**src/rtl/nand_uid_pkg.sv**
```systemverilog
package nand_uid_pkg;
  localparam logic [7:0] UID_OPCODE  = 8'hED;
  localparam logic [7:0] UID_ADDRESS = 8'h00;
  localparam int         CAP_BIT     = 5;

  typedef enum logic [1:0] {
    ERR_NONE    = 2'd0,
    ERR_UNSUP   = 2'd1,
    ERR_TIMEOUT = 2'd2,
    ERR_NOCOPY  = 2'd3
  } uidErr_t;

  typedef struct packed {
    logic clrTimer;
    logic incTimer;
    logic clrByte;
    logic capByte;
    logic clrCopy;
    logic incCopy;
    logic latchId;
  } uidStrobe_t;

  typedef struct packed {
    logic rbReady;
    logic wbHit;
    logic rHit;
    logic rrHit;
    logic copyFull;
    logic lastCopy;
    logic copyOk;
  } uidStatus_t;
endpackage

```
**src/rtl/uid_datapath.sv**
```systemverilog
module uid_datapath
  import nand_uid_pkg::*;
#(
  parameter int ID_BYTES   = 16,
  parameter int MAX_COPIES = 16,
  parameter int TMR_W      = 16
) (
  input  logic                      clk,
  input  logic                      rstN,
  input  uidStrobe_t                stb,
  input  logic [TMR_W-1:0]          tWbCycles,
  input  logic [TMR_W-1:0]          tRCycles,
  input  logic [TMR_W-1:0]          tRrCycles,
  input  logic                      nandRbN,
  input  logic [7:0]                dqIn,
  input  logic [7:0]                mfrId,
  output uidStatus_t                sts,
  output logic [(ID_BYTES+1)*8-1:0] idOut
);
  localparam int COPY_BYTES = 2 * ID_BYTES;
  localparam int BCW        = $clog2(COPY_BYTES + 1);
  localparam int BIW        = $clog2(COPY_BYTES);
  localparam int CCW        = (MAX_COPIES > 1) ? $clog2(MAX_COPIES) : 1;

  logic [1:0]       rbSync;
  logic [TMR_W-1:0] timer;
  logic [TMR_W:0]   timerNext;
  logic [BCW-1:0]   byteCnt;
  logic [CCW-1:0]   copyCnt;
  logic [7:0]       copyBuf [COPY_BYTES];
  logic [ID_BYTES-1:0] pairOk;

  always_ff @(posedge clk) begin
    if (!rstN) rbSync <= 2'b11;
    else       rbSync <= {rbSync[0], nandRbN};
  end

  always_ff @(posedge clk) begin
    if (!rstN)             timer <= '0;
    else if (stb.clrTimer) timer <= '0;
    else if (stb.incTimer) timer <= timer + 1'b1;
  end

  assign timerNext = {1'b0, timer} + 1'b1;

  always_ff @(posedge clk) begin
    if (!rstN)            byteCnt <= '0;
    else if (stb.clrByte) byteCnt <= '0;
    else if (stb.capByte) byteCnt <= byteCnt + 1'b1;
  end

  always_ff @(posedge clk) begin
    if (stb.capByte) copyBuf[byteCnt[BIW-1:0]] <= dqIn;
  end

  always_ff @(posedge clk) begin
    if (!rstN)            copyCnt <= '0;
    else if (stb.clrCopy) copyCnt <= '0;
    else if (stb.incCopy) copyCnt <= copyCnt + 1'b1;
  end

  for (genvar j = 0; j < ID_BYTES; j++) begin : g_pair
    assign pairOk[j] = ((copyBuf[j] ^ copyBuf[j + ID_BYTES]) == 8'hFF);
  end

  always_ff @(posedge clk) begin
    if (!rstN) idOut <= '0;
    else if (stb.latchId) begin
      idOut[(ID_BYTES+1)*8-1 -: 8] <= mfrId;
      for (int j = 0; j < ID_BYTES; j++)
        idOut[(ID_BYTES-1-j)*8 +: 8] <= copyBuf[j];
    end
  end

  assign sts.rbReady  = rbSync[1];
  assign sts.wbHit    = (timerNext >= {1'b0, tWbCycles});
  assign sts.rHit     = (timerNext >= {1'b0, tRCycles});
  assign sts.rrHit    = (timerNext >= {1'b0, tRrCycles});
  assign sts.copyFull = (byteCnt == BCW'(COPY_BYTES));
  assign sts.lastCopy = (copyCnt == CCW'(MAX_COPIES - 1));
  assign sts.copyOk   = &pairOk;
endmodule

```
**src/rtl/uid_control.sv**
```systemverilog
module uid_control
  import nand_uid_pkg::*;
(
  input  logic       clk,
  input  logic       rstN,
  input  logic       start,
  input  logic       capOk,
  input  uidStatus_t sts,
  output uidStrobe_t stb,
  output logic       nandCmdLatch,
  output logic       nandAddrLatch,
  output logic       nandWeN,
  output logic       nandReN,
  output logic [7:0] dqOut,
  output logic       dqOe,
  output logic       busy,
  output logic       done,
  output logic       error,
  output logic [1:0] errCode
);
  typedef enum logic [3:0] {
    S_IDLE, S_CMD_LO, S_CMD_HI, S_ADR_LO, S_ADR_HI,
    S_WAIT_WB, S_WAIT_RDY, S_WAIT_RR, S_RD_LO, S_RD_HI, S_CHECK
  } state_t;

  state_t  state, stateNext;
  logic    finishOk, finishErr;
  uidErr_t errSel;

  always_comb begin
    stateNext = state;
    stb       = '0;
    finishOk  = 1'b0;
    finishErr = 1'b0;
    errSel    = ERR_NONE;
    unique case (state)
      S_IDLE: if (start) begin
        if (!capOk) begin
          finishErr = 1'b1;
          errSel    = ERR_UNSUP;
        end else begin
          stateNext   = S_CMD_LO;
          stb.clrCopy = 1'b1;
          stb.clrByte = 1'b1;
        end
      end
      S_CMD_LO: stateNext = S_CMD_HI;
      S_CMD_HI: stateNext = S_ADR_LO;
      S_ADR_LO: stateNext = S_ADR_HI;
      S_ADR_HI: begin
        stateNext    = S_WAIT_WB;
        stb.clrTimer = 1'b1;
      end
      S_WAIT_WB: begin
        if (sts.wbHit) begin
          stateNext    = S_WAIT_RDY;
          stb.clrTimer = 1'b1;
        end else stb.incTimer = 1'b1;
      end
      S_WAIT_RDY: begin
        if (sts.rbReady) begin
          stateNext    = S_WAIT_RR;
          stb.clrTimer = 1'b1;
        end else if (sts.rHit) begin
          stateNext = S_IDLE;
          finishErr = 1'b1;
          errSel    = ERR_TIMEOUT;
        end else stb.incTimer = 1'b1;
      end
      S_WAIT_RR: begin
        if (sts.rrHit) stateNext = S_RD_LO;
        else           stb.incTimer = 1'b1;
      end
      S_RD_LO: begin
        stateNext   = S_RD_HI;
        stb.capByte = 1'b1;
      end
      S_RD_HI: stateNext = sts.copyFull ? S_CHECK : S_RD_LO;
      S_CHECK: begin
        if (sts.copyOk) begin
          stateNext   = S_IDLE;
          stb.latchId = 1'b1;
          finishOk    = 1'b1;
        end else if (sts.lastCopy) begin
          stateNext = S_IDLE;
          finishErr = 1'b1;
          errSel    = ERR_NOCOPY;
        end else begin
          stateNext   = S_RD_LO;
          stb.incCopy = 1'b1;
          stb.clrByte = 1'b1;
        end
      end
      default: stateNext = S_IDLE;
    endcase
  end

  always_ff @(posedge clk) begin
    if (!rstN) state <= S_IDLE;
    else       state <= stateNext;
  end

  always_ff @(posedge clk) begin
    if (!rstN) begin
      done    <= 1'b0;
      error   <= 1'b0;
      errCode <= ERR_NONE;
    end else if (finishOk) begin
      done    <= 1'b1;
      error   <= 1'b0;
      errCode <= ERR_NONE;
    end else if (finishErr) begin
      done    <= 1'b1;
      error   <= 1'b1;
      errCode <= errSel;
    end else if (state == S_IDLE && start) begin
      done    <= 1'b0;
      error   <= 1'b0;
      errCode <= ERR_NONE;
    end
  end

  assign nandCmdLatch  = (state == S_CMD_LO) || (state == S_CMD_HI);
  assign nandAddrLatch = (state == S_ADR_LO) || (state == S_ADR_HI);
  assign nandWeN       = !((state == S_CMD_LO) || (state == S_ADR_LO));
  assign nandReN       = (state != S_RD_LO);
  assign dqOe          = nandCmdLatch || nandAddrLatch;
  assign dqOut         = nandCmdLatch ? UID_OPCODE : UID_ADDRESS;
  assign busy          = (state != S_IDLE);
endmodule

```
**src/rtl/nand_uid_reader.sv**
```systemverilog
module nand_uid_reader
  import nand_uid_pkg::*;
#(
  parameter int ID_BYTES   = 16,
  parameter int MAX_COPIES = 16,
  parameter int TMR_W      = 16
) (
  input  logic                      clk,
  input  logic                      rstN,
  input  logic                      start,
  input  logic [15:0]               optCmd,
  input  logic [7:0]                mfrId,
  input  logic [TMR_W-1:0]          tWbCycles,
  input  logic [TMR_W-1:0]          tRCycles,
  input  logic [TMR_W-1:0]          tRrCycles,
  input  logic                      nandRbN,
  input  logic [7:0]                dqIn,
  output logic                      nandCmdLatch,
  output logic                      nandAddrLatch,
  output logic                      nandWeN,
  output logic                      nandReN,
  output logic [7:0]                dqOut,
  output logic                      dqOe,
  output logic                      busy,
  output logic                      done,
  output logic                      error,
  output logic [1:0]                errCode,
  output logic [(ID_BYTES+1)*8-1:0] idOut
);
  localparam int OUT_W = (ID_BYTES + 1) * 8;

  uidStrobe_t stb;
  uidStatus_t sts;

  uid_control u_ctrl (
    .clk(clk), .rstN(rstN), .start(start), .capOk(optCmd[CAP_BIT]),
    .sts(sts), .stb(stb),
    .nandCmdLatch(nandCmdLatch), .nandAddrLatch(nandAddrLatch),
    .nandWeN(nandWeN), .nandReN(nandReN), .dqOut(dqOut), .dqOe(dqOe),
    .busy(busy), .done(done), .error(error), .errCode(errCode)
  );

  uid_datapath #(
    .ID_BYTES(ID_BYTES), .MAX_COPIES(MAX_COPIES), .TMR_W(TMR_W)
  ) u_dp (
    .clk(clk), .rstN(rstN), .stb(stb),
    .tWbCycles(tWbCycles), .tRCycles(tRCycles), .tRrCycles(tRrCycles),
    .nandRbN(nandRbN), .dqIn(dqIn), .mfrId(mfrId),
    .sts(sts), .idOut(idOut)
  );
endmodule

```
**config.mk**
```make
export PLATFORM = sky130hd
export DESIGN_NAME = nand_uid_reader
export DESIGN_NICKNAME = d
export VERILOG_FILES = /design/src/rtl/nand_uid_pkg.sv /design/src/rtl/uid_datapath.sv /design/src/rtl/uid_control.sv /design/src/rtl/nand_uid_reader.sv
export SDC_FILE = /design/constraint.sdc
export NUM_CORES = 1
export LEC_CHECK = 0
export BUFFER_PORTS_ARGS = -buffer_cell sky130_fd_sc_hd__buf_2
export CORE_MARGIN = 2
export CORE_UTILIZATION = 52
export CTS_CLUSTER_SIZE = 8
export DETAILED_ROUTE_END_ITERATION = 10
export GPL_TIMING_DRIVEN = 0
export PLACE_DENSITY_LB_ADDON = 0.08
export SLEW_MARGIN = 20
export SYNTH_ARGS = -nofsm -noshare
export SYNTH_HDL_FRONTEND = slang
export SYNTH_SLANG_ARGS = --single-unit
export TNS_END_PERCENT = 100
```
**constraint.sdc**
```tcl
create_clock -name clk -period 3.5 [get_ports clk]
set_input_delay 0 -clock clk [delete_from_list [all_inputs] [get_ports clk]]
set_output_delay 0 -clock clk [all_outputs]
set_load 0.1 [all_outputs]
```
==> metrics <==
Via Count ~12k; Clock transition at path regs 0.05 ns; Comb pwr share 9.5%; vias in the first global route 12.1k; ranking of synthesized cells by area edfxtp_1 43%, dfxtp_1 19%, mux2i_1 8.5%; Crit Path Class reg -> reg; Yosys top cell area share 42.9%; worst-margin pin slew ~0.84 ns; Setup WS pre-CTS -0.976 ns; Setup Skew about 0.035 ns; PnR Total Power around 12 mW; most frequent cells in the layout 256 x edfxtp_1, 220 x buf_2, 187 x nor2_1; Worst Path Required between 3 and 4 ns; max_cap viols 0; final wirelength approximately 50000 um; crit path launch type flop; Global Route Usage Sum between 20% and 30%; cell area after synthesis between 0.015 and 0.02 sq mm; nets 1884; syn avg cell area between 10 and 15 sq um; fin worst setup slack -0.152 ns; CTS tree yes; fin area 0.0222 sq mm; Num CTS Buffers between 50 and 60; drt wl/cell 22.4 um; period utilization 104%; clock share of power ~45%; Synth Flop Type edfxtp_1; initial core utilization 53.2%; Die W approximately 190 um; first-pass GRT wire length between 70000 and 80000 um; drt first-iter violations a little under 1k; setup TNS -1.89 ns; area of the multi-input gates about 0.0065 sq mm; Detail Placement HPWL ~35000 um; CORE AREA between 0.03 and 0.04 sq mm; maximum VDD drop 1.09 mV; Hold Fails Final Rpt 0; Root Driver clkbuf_16; register area about 0.011 sq mm; Int Power slightly below 9 mW; fin. max-slew vios 0; leading cell type in the layout, fill and taps excluded edfxtp_1; #FFs+latches synth approximately 430; Sequential Power Share 45.5%; CTS H-tree depth 2; GRT overflow 0; Max Root-Sink Buffers 3; cell accounting for the most synthesized area edfxtp_1; Worst slew margin 44.0%; initial antenna violation count 1; sequential fraction of the synthesis area 62.1%; Layout area overhead 23.9%; diode count 0; DRT Pass-1 Iters 5; count of cell types in the netlist 60; Achievable Freq 274 MHz; fraction of layout cells with a size suffix above 1 around a quarter; maximum number of pins on one net before global-route repair 33; Via-to-Cell Ratio approximately 5.5; Die Y roughly 190 um; worst hold-check path type in -> reg; Max Fanout on Critical Path 7; drt drc 0; failing checks negative setup slack; Final setup viols 19; Worst-Skew Late Latency around 0.6 ns; status finished, violations left; Ys Warns 0; Mapped Cells about 1.4k; Worst setup EP type flop; PwrDens 530 mW/mm^2; Core Rows 67; Fill cells 2580; Critical Path AT between 4 and 5 ns; clk sinks roughly 430; Placement Cell Area about 0.020 sq mm; Post-synth EDFFs approximately 260; RSZ-0062 raised after global routing true; GPL Wtd Cong 0.923; min Tclk post-route between 3 and 4 ns; Async SR Flop Fraction 0%; die area between 0.03 and 0.04 sq mm; static leakage 8.33 nW; Detail Route Antenna Nets 0; PortBufs between 200 and 250; switching part of the total power about 25%; switching power 2.99 mW; IO Pins ~240
==> power groups by stage <==
stage               clock (mW)  combinational [mW]  sequential, mW
floorplan                    0               0.799            5.52
detailed placement           0                1.09            5.46
CTS                       5.35                1.11            5.36
finish                    5.30                1.12            5.36
global placement             0                1.08            5.46
global route              5.59                1.17            5.36
==> area by class of cell <==
| cell class | count | area share (%) |
|---|---|---|
| sequential | 428 | 50.2 |
| multi-input combinational | 881 | 29.5 |
| clock buffer | 106 | 7.53 |
| timing repair buffer | 273 | 6.96 |
| tap | 448 | 2.52 |
| buffer | 49 | 2.03 |
| inverter | 54 | 0.913 |
| clock inverter | 3 | 0.310 |
==> kinds of logic (layout without fill, tap and decap cells) <==
kind of cell | after synthesis | after routing | share of synthesized area (%)
buffers and inverters | 104 | 485 | 3.48
flip-flops | 428 | 428 | 62.1
AND/OR/NAND/NOR | 428 | 428 | 11.5
multiplexers | 153 | 153 | 8.55
XOR/XNOR | 139 | 139 | 6.79
adder cells (fa/ha/maj) | 54 | 54 | 3.77
AO/OA/AOI/OAI | 105 | 105 | 3.73
other | 1 | 2 | 0.0209
==> what timing repair did <==
item                                   4_1_cts  5_1_grt
setup endpoints to repair                   24       28
pin swaps                                   17       25
cloned                                       1        0
buffers inserted                            29       10
hold buffers                                13        0
resized for setup                           55       46
endpoints found under the hold margin       19        0
==> Yosys cell counts (2+ instances only) <==
cell type    n
mux2i_1    152
o221ai_1     2
buf_6        4
xnor2_1     84
nor2_1     192
and3_1       5
nand2_1     55
or2_2        7
nand4b_1     2
nand4_1     37
a31oi_1      4
nor2b_1      3
and2_1       4
buf_12      10
nand3b_1     3
xor2_1      55
a211oi_1     6
ha_1        54
o21ai_1      3
a21o_1       4
o211ai_1     5
o22ai_1      5
or3_1        5
o21ai_0     17
dfxtp_1    172
inv_1       53
nor3_1      21
buf_4        8
nand2b_1    24
a22oi_1      4
a2bb2oi_1    2
edfxtp_1   256
a21boi_0     4
o21a_1       5
nand3_1     15
nor4_1      40
or4_1        8
a21oi_1     33
and4_1       3
clkbuf_1    26
==> routing by layer <==
metal / track usage (%) / wire length, um
met5: 0 / 0
met2: 45.4 / 24000
met3: 4.80 / 3420
met1: 37.5 / 21400
met4: 8.14 / 1380
==> through the flow <==
| step | std cells | utilization (%) | hold WS [ns] |
|---|---|---|---|
| 3_5_place_dp | 2081 | 58.2 | 0.183 |
| 2_1_floorplan | 1413 | - | 0.0730 |
| 4_1_cts | 2232 | 65.0 | 0.0235 |
| 5_1_grt | 2242 | 65.9 | 0.0500 |
| 3_3_place_gp | 2081 | 58.2 | 0.180 |
| 6_report | 2242 | 65.9 | 0.0392 |
==> sequential cells by signal, summed over array words and instances, names as in the netlist, 2 cells and up <==
name            count
u_dp.idOut        136
u_dp.timer         16
u_dp.copyBuf      256
u_dp.copyCnt        4
u_dp.rbSync         2
u_ctrl.state        4
u_ctrl.errCode      2
u_dp.byteCnt        6
==> worst max-delay path, cell delays in order, from the launching register on <==
cell      delay [ns]
dfxtp_4         0.37
nand2_2         0.06
or4_4           0.54
or2_4           0.31
nor2_4          0.25
xor2_4          0.29
ha_4            0.25
o21a_1          0.16
o21a_1          0.20
o211ai_1        0.10
o211ai_1        0.18
buf_4           0.19
o22ai_4         0.32
o21ai_1         0.13
mux2i_1         0.20
==> final timing paths <==
check / startpoint / to / slack [ns] / cells past startpoint
worst min-delay path: dqIn[6] / u_dp.copyBuf[18][6] / 0.04 / 1
worst max register to register: u_dp.timer[6] / u_dp.timer[6] / -0.15 / 14
worst min register to register: u_dp.rbSync[0] / u_dp.rbSync[1] / 0.41 / 1
worst max-delay path: u_dp.timer[6] / u_dp.timer[6] / -0.15 / 14
(Power assumes the default switching activity.)
